==> src/rtl/kpad_pkg.sv <==
package kpad_pkg;

  localparam int NUM_ROWS  = 4;
  localparam int NUM_COLS  = 4;
  localparam int CODE_W    = NUM_ROWS + NUM_COLS;
  localparam int ROW_IDX_W = $clog2(NUM_ROWS);

  typedef logic [CODE_W-1:0] code_t;

  // Strobes handed from the scan control to the datapath.
  typedef struct packed {
    logic                 sampleNow;  // last cycle of the current row slot
    logic                 scanDone;   // sampleNow on the final row of a scan
    logic [ROW_IDX_W-1:0] rowIdx;     // row currently driven low (0 = row 1)
  } ctrl_t;

  // True when exactly one bit of the column-low vector is set.
  function automatic logic singleLow(input logic [NUM_COLS-1:0] v);
    int n;
    n = 0;
    for (int i = 0; i < NUM_COLS; i++) begin
      if (v[i]) n++;
    end
    return (n == 1);
  endfunction

endpackage

==> src/rtl/kpad_sync.sv <==
module kpad_sync #(
  parameter int WIDTH = 4
) (
  input  logic             clk,
  input  logic             rst,
  input  logic [WIDTH-1:0] asyncIn,
  output logic [WIDTH-1:0] syncOut
);

  logic [WIDTH-1:0] stage1;
  logic [WIDTH-1:0] stage2;

  // Idle level of a pulled-up line is 1, so reset to all ones.
  always_ff @(posedge clk) begin
    if (rst) begin
      stage1 <= '1;
      stage2 <= '1;
    end else begin
      stage1 <= asyncIn;
      stage2 <= stage1;
    end
  end

  assign syncOut = stage2;

endmodule

==> src/rtl/kpad_ctrl.sv <==
module kpad_ctrl
  import kpad_pkg::*;
#(
  parameter int SLOT_CYCLES = 50000
) (
  input  logic                clk,
  input  logic                rst,
  output ctrl_t               ctrl,
  output logic [NUM_ROWS-1:0] rowOut
);

  localparam int SLOT_W = (SLOT_CYCLES > 1) ? $clog2(SLOT_CYCLES) : 1;
  localparam logic [SLOT_W-1:0]    SLOT_LAST = SLOT_W'(SLOT_CYCLES - 1);
  localparam logic [ROW_IDX_W-1:0] ROW_LAST  = ROW_IDX_W'(NUM_ROWS - 1);

  logic [SLOT_W-1:0]    slotCnt;
  logic [ROW_IDX_W-1:0] rowIdx;
  logic                 slotEnd;

  assign slotEnd = (slotCnt == SLOT_LAST);

  always_ff @(posedge clk) begin
    if (rst) begin
      slotCnt <= '0;
      rowIdx  <= '0;
    end else if (slotEnd) begin
      slotCnt <= '0;
      rowIdx  <= (rowIdx == ROW_LAST) ? '0 : rowIdx + ROW_IDX_W'(1);
    end else begin
      slotCnt <= slotCnt + SLOT_W'(1);
    end
  end

  always_comb begin
    ctrl.sampleNow = slotEnd;
    ctrl.scanDone  = slotEnd && (rowIdx == ROW_LAST);
    ctrl.rowIdx    = rowIdx;
  end

  // Active-low row drive: only the selected row is pulled down.
  for (genvar r = 0; r < NUM_ROWS; r++) begin : g_rowDrive
    assign rowOut[r] = (rowIdx != ROW_IDX_W'(r));
  end

endmodule

==> src/rtl/kpad_datapath.sv <==
module kpad_datapath
  import kpad_pkg::*;
#(
  parameter int STABLE_SCANS = 4
) (
  input  logic                clk,
  input  logic                rst,
  input  ctrl_t               ctrl,
  input  logic [NUM_COLS-1:0] colSync,
  output code_t               keyCode,
  output logic                keyValid
);

  localparam int CNT_W = $clog2(STABLE_SCANS + 1);
  localparam logic [CNT_W-1:0] CNT_FULL = CNT_W'(STABLE_SCANS);

  logic [NUM_COLS-1:0] colLow;
  logic [NUM_COLS-1:0] colField;
  logic [NUM_ROWS-1:0] rowField;

  code_t rowCode;    // result of the row being sampled now
  code_t candCode;   // first valid hit earlier in this scan
  code_t scanCode;   // result of the whole scan, valid on scanDone
  code_t lastCode;   // previous scan result
  code_t heldCode;   // reported key

  logic [CNT_W-1:0] stableCnt;
  logic [CNT_W-1:0] nextCnt;
  logic             accept;
  logic             dropKey;

  assign colLow = ~colSync;

  // Column 1 lands on the top bit of the column nibble.
  for (genvar c = 0; c < NUM_COLS; c++) begin : g_colField
    assign colField[NUM_COLS-1-c] = colLow[c];
  end

  // Row 1 lands on the top bit of the row nibble.
  for (genvar r = 0; r < NUM_ROWS; r++) begin : g_rowField
    assign rowField[NUM_ROWS-1-r] = (ctrl.rowIdx == ROW_IDX_W'(r));
  end

  // Zero or several low columns give no hit for this row.
  always_comb begin
    rowCode = singleLow(colLow) ? {rowField, colField} : '0;
  end

  // Earlier rows in the scan take priority over later ones.
  always_comb begin
    scanCode = (candCode != '0) ? candCode : rowCode;
  end

  always_comb begin
    if (scanCode == lastCode) begin
      nextCnt = (stableCnt == CNT_FULL) ? stableCnt : stableCnt + CNT_W'(1);
    end else begin
      nextCnt = CNT_W'(1);
    end
  end

  assign accept  = ctrl.scanDone && (nextCnt == CNT_FULL) &&
                   (scanCode != '0) && (heldCode == '0);
  assign dropKey = ctrl.scanDone && (nextCnt == CNT_FULL) &&
                   (scanCode == '0) && (heldCode != '0);

  always_ff @(posedge clk) begin
    if (rst) begin
      candCode <= '0;
    end else if (ctrl.scanDone) begin
      candCode <= '0;
    end else if (ctrl.sampleNow && (candCode == '0)) begin
      candCode <= rowCode;
    end
  end

  always_ff @(posedge clk) begin
    if (rst) begin
      lastCode  <= '0;
      stableCnt <= '0;
    end else if (ctrl.scanDone) begin
      lastCode  <= scanCode;
      stableCnt <= nextCnt;
    end
  end

  always_ff @(posedge clk) begin
    if (rst) begin
      heldCode <= '0;
      keyValid <= 1'b0;
    end else begin
      keyValid <= accept;
      if (accept) begin
        heldCode <= scanCode;
      end else if (dropKey) begin
        heldCode <= '0;
      end
    end
  end

  assign keyCode = heldCode;

endmodule

==> src/rtl/kpad_scanner.sv <==
module kpad_scanner
  import kpad_pkg::*;
#(
  parameter int SLOT_CYCLES  = 50000,
  parameter int STABLE_SCANS = 4
) (
  input  logic       clk,
  input  logic       rst,
  input  logic [3:0] colIn,
  output logic [3:0] rowOut,
  output logic [7:0] keyCode,
  output logic       keyValid
);

  ctrl_t               ctrl;
  logic [NUM_COLS-1:0] colSync;

  kpad_sync #(
    .WIDTH(NUM_COLS)
  ) u_sync (
    .clk    (clk),
    .rst    (rst),
    .asyncIn(colIn),
    .syncOut(colSync)
  );

  kpad_ctrl #(
    .SLOT_CYCLES(SLOT_CYCLES)
  ) u_ctrl (
    .clk   (clk),
    .rst   (rst),
    .ctrl  (ctrl),
    .rowOut(rowOut)
  );

  kpad_datapath #(
    .STABLE_SCANS(STABLE_SCANS)
  ) u_dp (
    .clk     (clk),
    .rst     (rst),
    .ctrl    (ctrl),
    .colSync (colSync),
    .keyCode (keyCode),
    .keyValid(keyValid)
  );

endmodule

==> config.mk <==
export PLATFORM = sky130hd
export DESIGN_NAME = kpad_scanner
export DESIGN_NICKNAME = d
export VERILOG_FILES = /design/src/rtl/kpad_pkg.sv /design/src/rtl/kpad_sync.sv /design/src/rtl/kpad_ctrl.sv /design/src/rtl/kpad_datapath.sv /design/src/rtl/kpad_scanner.sv
export SDC_FILE = /design/constraint.sdc
export NUM_CORES = 1
export LEC_CHECK = 0
export BUFFER_PORTS_ARGS = -buffer_cell sky130_fd_sc_hd__buf_2
export CAP_MARGIN = 20
export CORE_ASPECT_RATIO = 1.25
export CORE_UTILIZATION = 40
export DETAILED_ROUTE_END_ITERATION = 10
export PLACE_DENSITY = 0.62
export SLEW_MARGIN = 20
export SYNTH_ARGS = -nofsm -noshare
export SYNTH_HDL_FRONTEND = slang
export SYNTH_SLANG_ARGS = --single-unit
==> constraint.sdc <==
create_clock -name clk -period 6.5 [get_ports clk]
set_clock_uncertainty 0.15 [all_clocks]
set_input_delay 1.3 -clock clk [delete_from_list [all_inputs] [get_ports clk]]
set_output_delay 1.3 -clock clk [all_outputs]
set_load 0.01 [all_outputs]
Word-level counts from Yosys, hierarchy flattened

Index checks and enable logic that the tools add are counted.

Register bits: 54
Logic and storage cells: 56
Input port bits: 6
Output and inout bits: 13

Add/subtract/negate cells: 6
Equality and inequality tests: 11
Multiplexer cells: 11
Reduce and logical (&&, ||, !) cells: 18
Bitwise gates (word level): 1

Operators by type and width:

| operator                                                                 | count |
|---|---|
| 32-bit two-way mux                                                       | 3 |
| 32-bit by 2-bit adder with 32-bit output (second input constant)         | 2 |
| 32-bit by 2-bit == test with 1-bit output (second input constant)        | 1 |
| 8-bit two-way mux                                                        | 4 |
| 8-bit zero test                                                          | 3 |
| 8-bit nonzero test                                                       | 3 |
| 16-bit by 1-bit adder with 16-bit output (second input constant)         | 1 |
| 16-bit == test (second input constant)                                   | 1 |
| 8-bit == test                                                            | 1 |
| 1-bit logical AND                                                        | 7 |
| 3-bit == test (second input constant)                                    | 2 |
| 3-bit two-way mux                                                        | 2 |
| 2-bit == test (second input constant)                                    | 2 |
| 2-bit inequality test (second input constant)                            | 2 |
| 4-bit inverter                                                           | 1 |
| 2-bit nonzero test                                                       | 2 |
| 2-bit OR reduction                                                       | 2 |
| 3-bit by 1-bit adder with 3-bit output (second input constant)           | 1 |
| 1-bit by 1-bit adder with 2-bit output (second input constant)           | 1 |
| 2-bit by 1-bit adder with 2-bit output (second input constant)           | 1 |
| 2-bit by 1-bit == test with 1-bit output (second input constant)         | 1 |
| 2-bit zero test                                                          | 1 |
| 2-bit two-way mux                                                        | 1 |
| 2-bit by 1-bit inequality test with 1-bit output (second input constant) | 1 |
| 1-bit two-way mux                                                        | 1 |

Logic depth before layout (Yosys ltp)

Depth after elaboration: 19
Depth in mapped cells: 13

Hierarchy

A second synthesis with hierarchy kept.

Cells, all modules: 309
Area total of the unflattened synthesis: 2738.9 µm²

By module, submodules not included:

| module        | times used | cells each | area an instance (µm²) | sequential area each (µm²) |
|---|---|---|---|---|
| kpad_datapath | 1          | 191        | 1649.1                 | 560.5 |
| kpad_ctrl     | 1          | 102        | 879.6                  | 360.3 |
| kpad_sync     | 1          | 16         | 210.2                  | 160.2 |

Worst setup path after synthesis

OpenSTA, ideal clock, no wires.

Path type: reg2reg
Start point: register u_sync.stage2[1], in the netlist u_sync.syncOut[1]
End point: register u_dp.heldCode[0], in the netlist u_dp.keyCode[0]
Period minus slack after synthesis: 3.517 ns
Path slack: 2.983 ns
Stages on the path, launching flop included: 13
Required time: 6.216 ns
Setup time: 0.134 ns
Arrival: 3.233 ns
Cells stage by stage: dfxtp_1 > inv_1 > ha_1 > buf_2 > xnor2_1 > ha_1 > nor4b_1 > nor4_1 > nor3_4 > o2bb2ai_1 > or4_4 > nor4_4 > nor3_1

Cells in the longest elaborated chain, start to end: 16

RTL lines:

| element                                                 | line                                     | source |
|---|---|---|
| from (decl)                                             | kpad_sync.sv:11                          | `logic [WIDTH-1:0] stage2;` |
| from (signal assigned)                                  | kpad_sync.sv:20                          | `stage2 <= stage1;` |
| 4-bit inverter *                                        | kpad_datapath.sv:32                      | `assign colLow = ~colSync;` |
| 32-bit two-way mux                                      | kpad_pkg.sv:22                           | `if (v[i]) n++;` |
| 32-bit by 2-bit adder with 32-bit output                | kpad_pkg.sv:22                           |  |
| 32-bit two-way mux                                      | kpad_pkg.sv:22                           |  |
| 32-bit by 2-bit adder with 32-bit output                | kpad_pkg.sv:22                           |  |
| 32-bit two-way mux                                      | kpad_pkg.sv:22                           |  |
| 32-bit by 2-bit == test with 1-bit output               | kpad_pkg.sv:24                           | `return (n == 1);` |
| 8-bit two-way mux *                                     | kpad_datapath.sv:46                      | `rowCode = singleLow(colLow) ? {rowField, colField} : '0;` |
| 8-bit two-way mux *                                     | kpad_datapath.sv:51                      | `scanCode = (candCode != '0) ? candCode : rowCode;` |
| 8-bit == test                                           | kpad_datapath.sv:55                      | `if (scanCode == lastCode) begin` |
| 3-bit two-way mux                                       | kpad_datapath.sv:55                      |  |
| 3-bit == test                                           | kpad_datapath.sv:62, kpad_datapath.sv:64 |  |
| 1-bit logical AND                                       | kpad_datapath.sv:62, kpad_datapath.sv:64 |  |
| 1-bit logical AND, on equally long branches             | kpad_datapath.sv:62, kpad_datapath.sv:64 |  |
| 1-bit logical AND, on equally long branches             | kpad_datapath.sv:63, kpad_datapath.sv:65 |  |
| 8-bit two-way mux or 2-bit nonzero test (tied branches) | --                                       |  |
| to (signal assigned)                                    | kpad_datapath.sv:94                      | `heldCode <= scanCode;` |
| to (decl)                                               | kpad_datapath.sv:25                      | `code_t heldCode;` |

Mark *: on every way between the ends. The rest lies on a longest branch, timed or not.
A chain may end at the register's enable or synchronous reset.

Final worst setup path

Start point: register u_sync.stage2[1], in the netlist u_sync.syncOut[1]
End point: register u_dp.heldCode[6], in the netlist u_dp.keyCode[6]

Same word-level chain as after synthesis.

==> qor.yml <==
job:
  maxCapViolCount: 0
routing:
  viasPerCell: 5.47
  drc: 0
  wl_per_cell_um: 14.3
  ant_nets: 0
  firstDrtPassIters: 4
  drt_iter0_drc: 182
  via_count: 2395
  wirelength_um: 6250
finish:
  drive_gt1_share_pct: 12.8
  final_cells: 438
  area_growth_pct: 8.70
  num_antenna_cells: 0
  layout.nets: 366
clock_network:
  cts-root-buf: "clkbuf_8"
  cts_made_buffers: 5
  clockBufferDepth: 2
  post-cts-setup-buffer-count: 0
  clk_pin_slew_ns: 0.09
  clock_sinks: 54
  clkLatencyLatePin_ns: 0.30
  cts_tree: "built"
  cts_hold_buf: 0
  post_cts_resize_count: 0
  htree_levels: 2
floorplan:
  die-area_um2: 7240
  die_w_um: 76.3
  initial_utilization_pct: 41.8
  pin_count: 19
  placementRows: 33
  core_um2: 6610
  die_height_um: 94.9
place:
  post-place-ws_ns: 2.52
  placedCellCount: 430
  numPortBuffers: 18
  dp_hpwl_um: 4580
  gp_congestion: 0.915
logic_synthesis:
  synth.net_count: 353
  synthesis.instances: 337
  yosys.area.top_type_share_pct: 39.2
  async_flop_share_pct: 0
  synthTopCellsByCount: "54 x dfxtp_1, 42 x nor2_1, 31 x nand2_1"
  ys_warn_count: 0
  syn_area_per_cell_um2: 8.19
  synth-edff-count: 0
  synth.distinct_cells: 53
  synth.most_common_cell: "dfxtp_1"
  synth_flop_cell: "dfxtp_1"
  synth_area_leader_cell: "dfxtp_1"
  synth_seq_cells: 54
  synth.cell_area_um2: 2760
  synth_seq_area_share_pct: 39.2
  netlist_top_cells_area: "dfxtp_1 39%, nor2_1 5.7%, ha_1 4.5%, nand2_1 4.2%, a21oi_1 3.3%"
outcome:
  status: "finished clean"
timing:
  finalSetupViolCount: 0
  period_share_pct: 61.4
  drv_slew: 0
  worst_pin_slew_ns: 0.873
  fmax_ghz: 0.250
  min_period_ns: 3.99
  hold_violations: 0
  slew_headroom_pct: 41.2
  tns_ns: 0
  rsz0062_at_grt: "false"
  worst_slack_ns: 2.51
setup_path:
  crit_path_max_fanout: 9
  cpPeakStageDelay_ns: 0.54
  path_cells: "inv_1, ha_1, xnor2_1, ha_1, nor4b_1, nor4_1, nor3_4, o2bb2ai_1, or4_4, nor4_4, nor3_1"
  cp.arrival_ns: 4.02
  path_delay_family: "simple AND/OR/NAND/NOR gates"
  crit_path_start_kind: "flip-flop"
  worstPathRequired_ns: 6.53
  path_buf_inv: 1
  crit_slowest_cell: "or4_4"
  cpMostUsedCell: "ha_1"
  critPathKind: "reg -> reg"
  cp-end-kind: "flip-flop"
global_route:
  grt.total_usage_pct: 17.8
  grt_start_max_net_pins: 33
  grt_pass1_wl_um: 10200
  antenna_found_initial: 0
  grt_pass1_vias: 2106
  grt_overflow: 0
power:
  power_switching_uw: 132
  seqPwrFrac_pct: 60.6
  combPwrFrac_pct: 7.0
  p_int_uw: 426
  clockPowerShare_pct: 32.4
  peakVddDrop_uv: 91.4
  swShare_pct: 23.6
  power_density_nw_per_um2: 186
  p_leak_uw: 0.00118
min_path:
  worstHoldPathType: "reg -> reg"
area by class of cell:
type / count / area [µm²]
tap: 87 / 109
fill: 681 / 3610
clock buffer: 6 / 72.6
multi-input combinational: 247 / 1540
inverter: 23 / 86.3
timing repair buffer: 19 / 97.6
clock inverter: 2 / 13.8
sequential: 54 / 1080
placed cells by master (no fill, tap or decap), drive strengths merged, types with 8 or more instances in the layout:
cell type,instances
dfxtp,54
nor2,42
nand2,31
inv,23
buf,19
a21oi,18
nor3,14
or2,12
nor4,11
a31oi,10
ha,10
nand2b,9
xnor2,8
xor2,8
kinds of logic after synthesis:
| family | count (synthesis) | share of synthesized area, % |
|---|---|---|
| AND/OR/NAND/NOR | 165 | 32.9 |
| XOR/XNOR | 16 | 5.08 |
| multiplexers | 2 | 0.771 |
| flip-flops | 54 | 39.2 |
| AO/OA/AOI/OAI | 54 | 12.6 |
| buffers and inverters | 36 | 5.03 |
| adder cells (fa/ha/maj) | 10 | 4.53 |
state kept, by name (all words and copies together), names as in the netlist:
| name | cells |
|---|---|
| u_dp.lastCode | 8 |
| u_dp.stableCnt | 3 |
| u_sync.stage1 | 4 |
| u_sync.syncOut | 4 |
| u_ctrl.rowIdx | 2 |
| u_dp.candCode | 8 |
| u_dp.keyValid | 1 |
| u_ctrl.slotCnt | 16 |
| u_dp.keyCode | 8 |
worst register-to-register path, cell delays in order, from the launching register on:
cell	delay, ns
dfxtp_1	0.42
inv_1	0.10
ha_1	0.39
xnor2_1	0.17
ha_1	0.34
nor4b_1	0.41
nor4_1	0.21
nor3_4	0.38
o2bb2ai_1	0.15
or4_4	0.54
nor4_4	0.51
nor3_1	0.11
final timing paths:
| check | start | endpoint | slack [ns] | cells after the start |
|---|---|---|---|---|
| worst max-delay path | u_sync.syncOut[1] | u_dp.keyCode[6] | 2.51 | 11 |
| worst min-delay path | u_sync.stage1[3] | u_sync.syncOut[3] | 0.26 | 1 |
| worst max register to register | u_sync.syncOut[1] | u_dp.keyCode[6] | 2.51 | 11 |
| worst min register to register | u_sync.stage1[3] | u_sync.syncOut[3] | 0.26 | 1 |
stage by stage:
| step | cell area [µm²] | hold slack (ns) | power (µW) | utilization, % |
|---|---|---|---|---|
| final | 3000 | 0.264 | 557 | 45.4 |
| after global routing | 3000 | 0.284 | 584 | 45.4 |
| after CTS | 3000 | 0.267 | 565 | 45.4 |
| after detailed placement | 2910 | 0.246 | 384 | 44.1 |
| after global placement | 2910 | 0.246 | 384 | 44.1 |
| after floorplan | 2760 | 0.239 | 375 | - |
per-layer routing:
| metal | track usage [%] | vias up | share of wire (%) |
|---|---|---|---|
| li1 | - | 1205 | - |
| met1 | 21.3 | 1109 | 45 |
| met2 | 31.4 | 69 | 49 |
| met3 | 3.67 | 12 | 4.2 |
| met4 | 6.41 | 0 | 1.6 |
| met5 | 0 | - | 0 |
power groups by stage:
stage / sequential, µW / clock [µW] / combinational [µW]
after floorplan: 344 / 0 / 30.7
after global placement: 345 / 0 / 38.5
after detailed placement: 345 / 0 / 38.9
after CTS: 338 / 189 / 39.0
after global routing: 339 / 203 / 42.8
final: 338 / 181 / 38.9
Power figures use the tool's default switching activity.
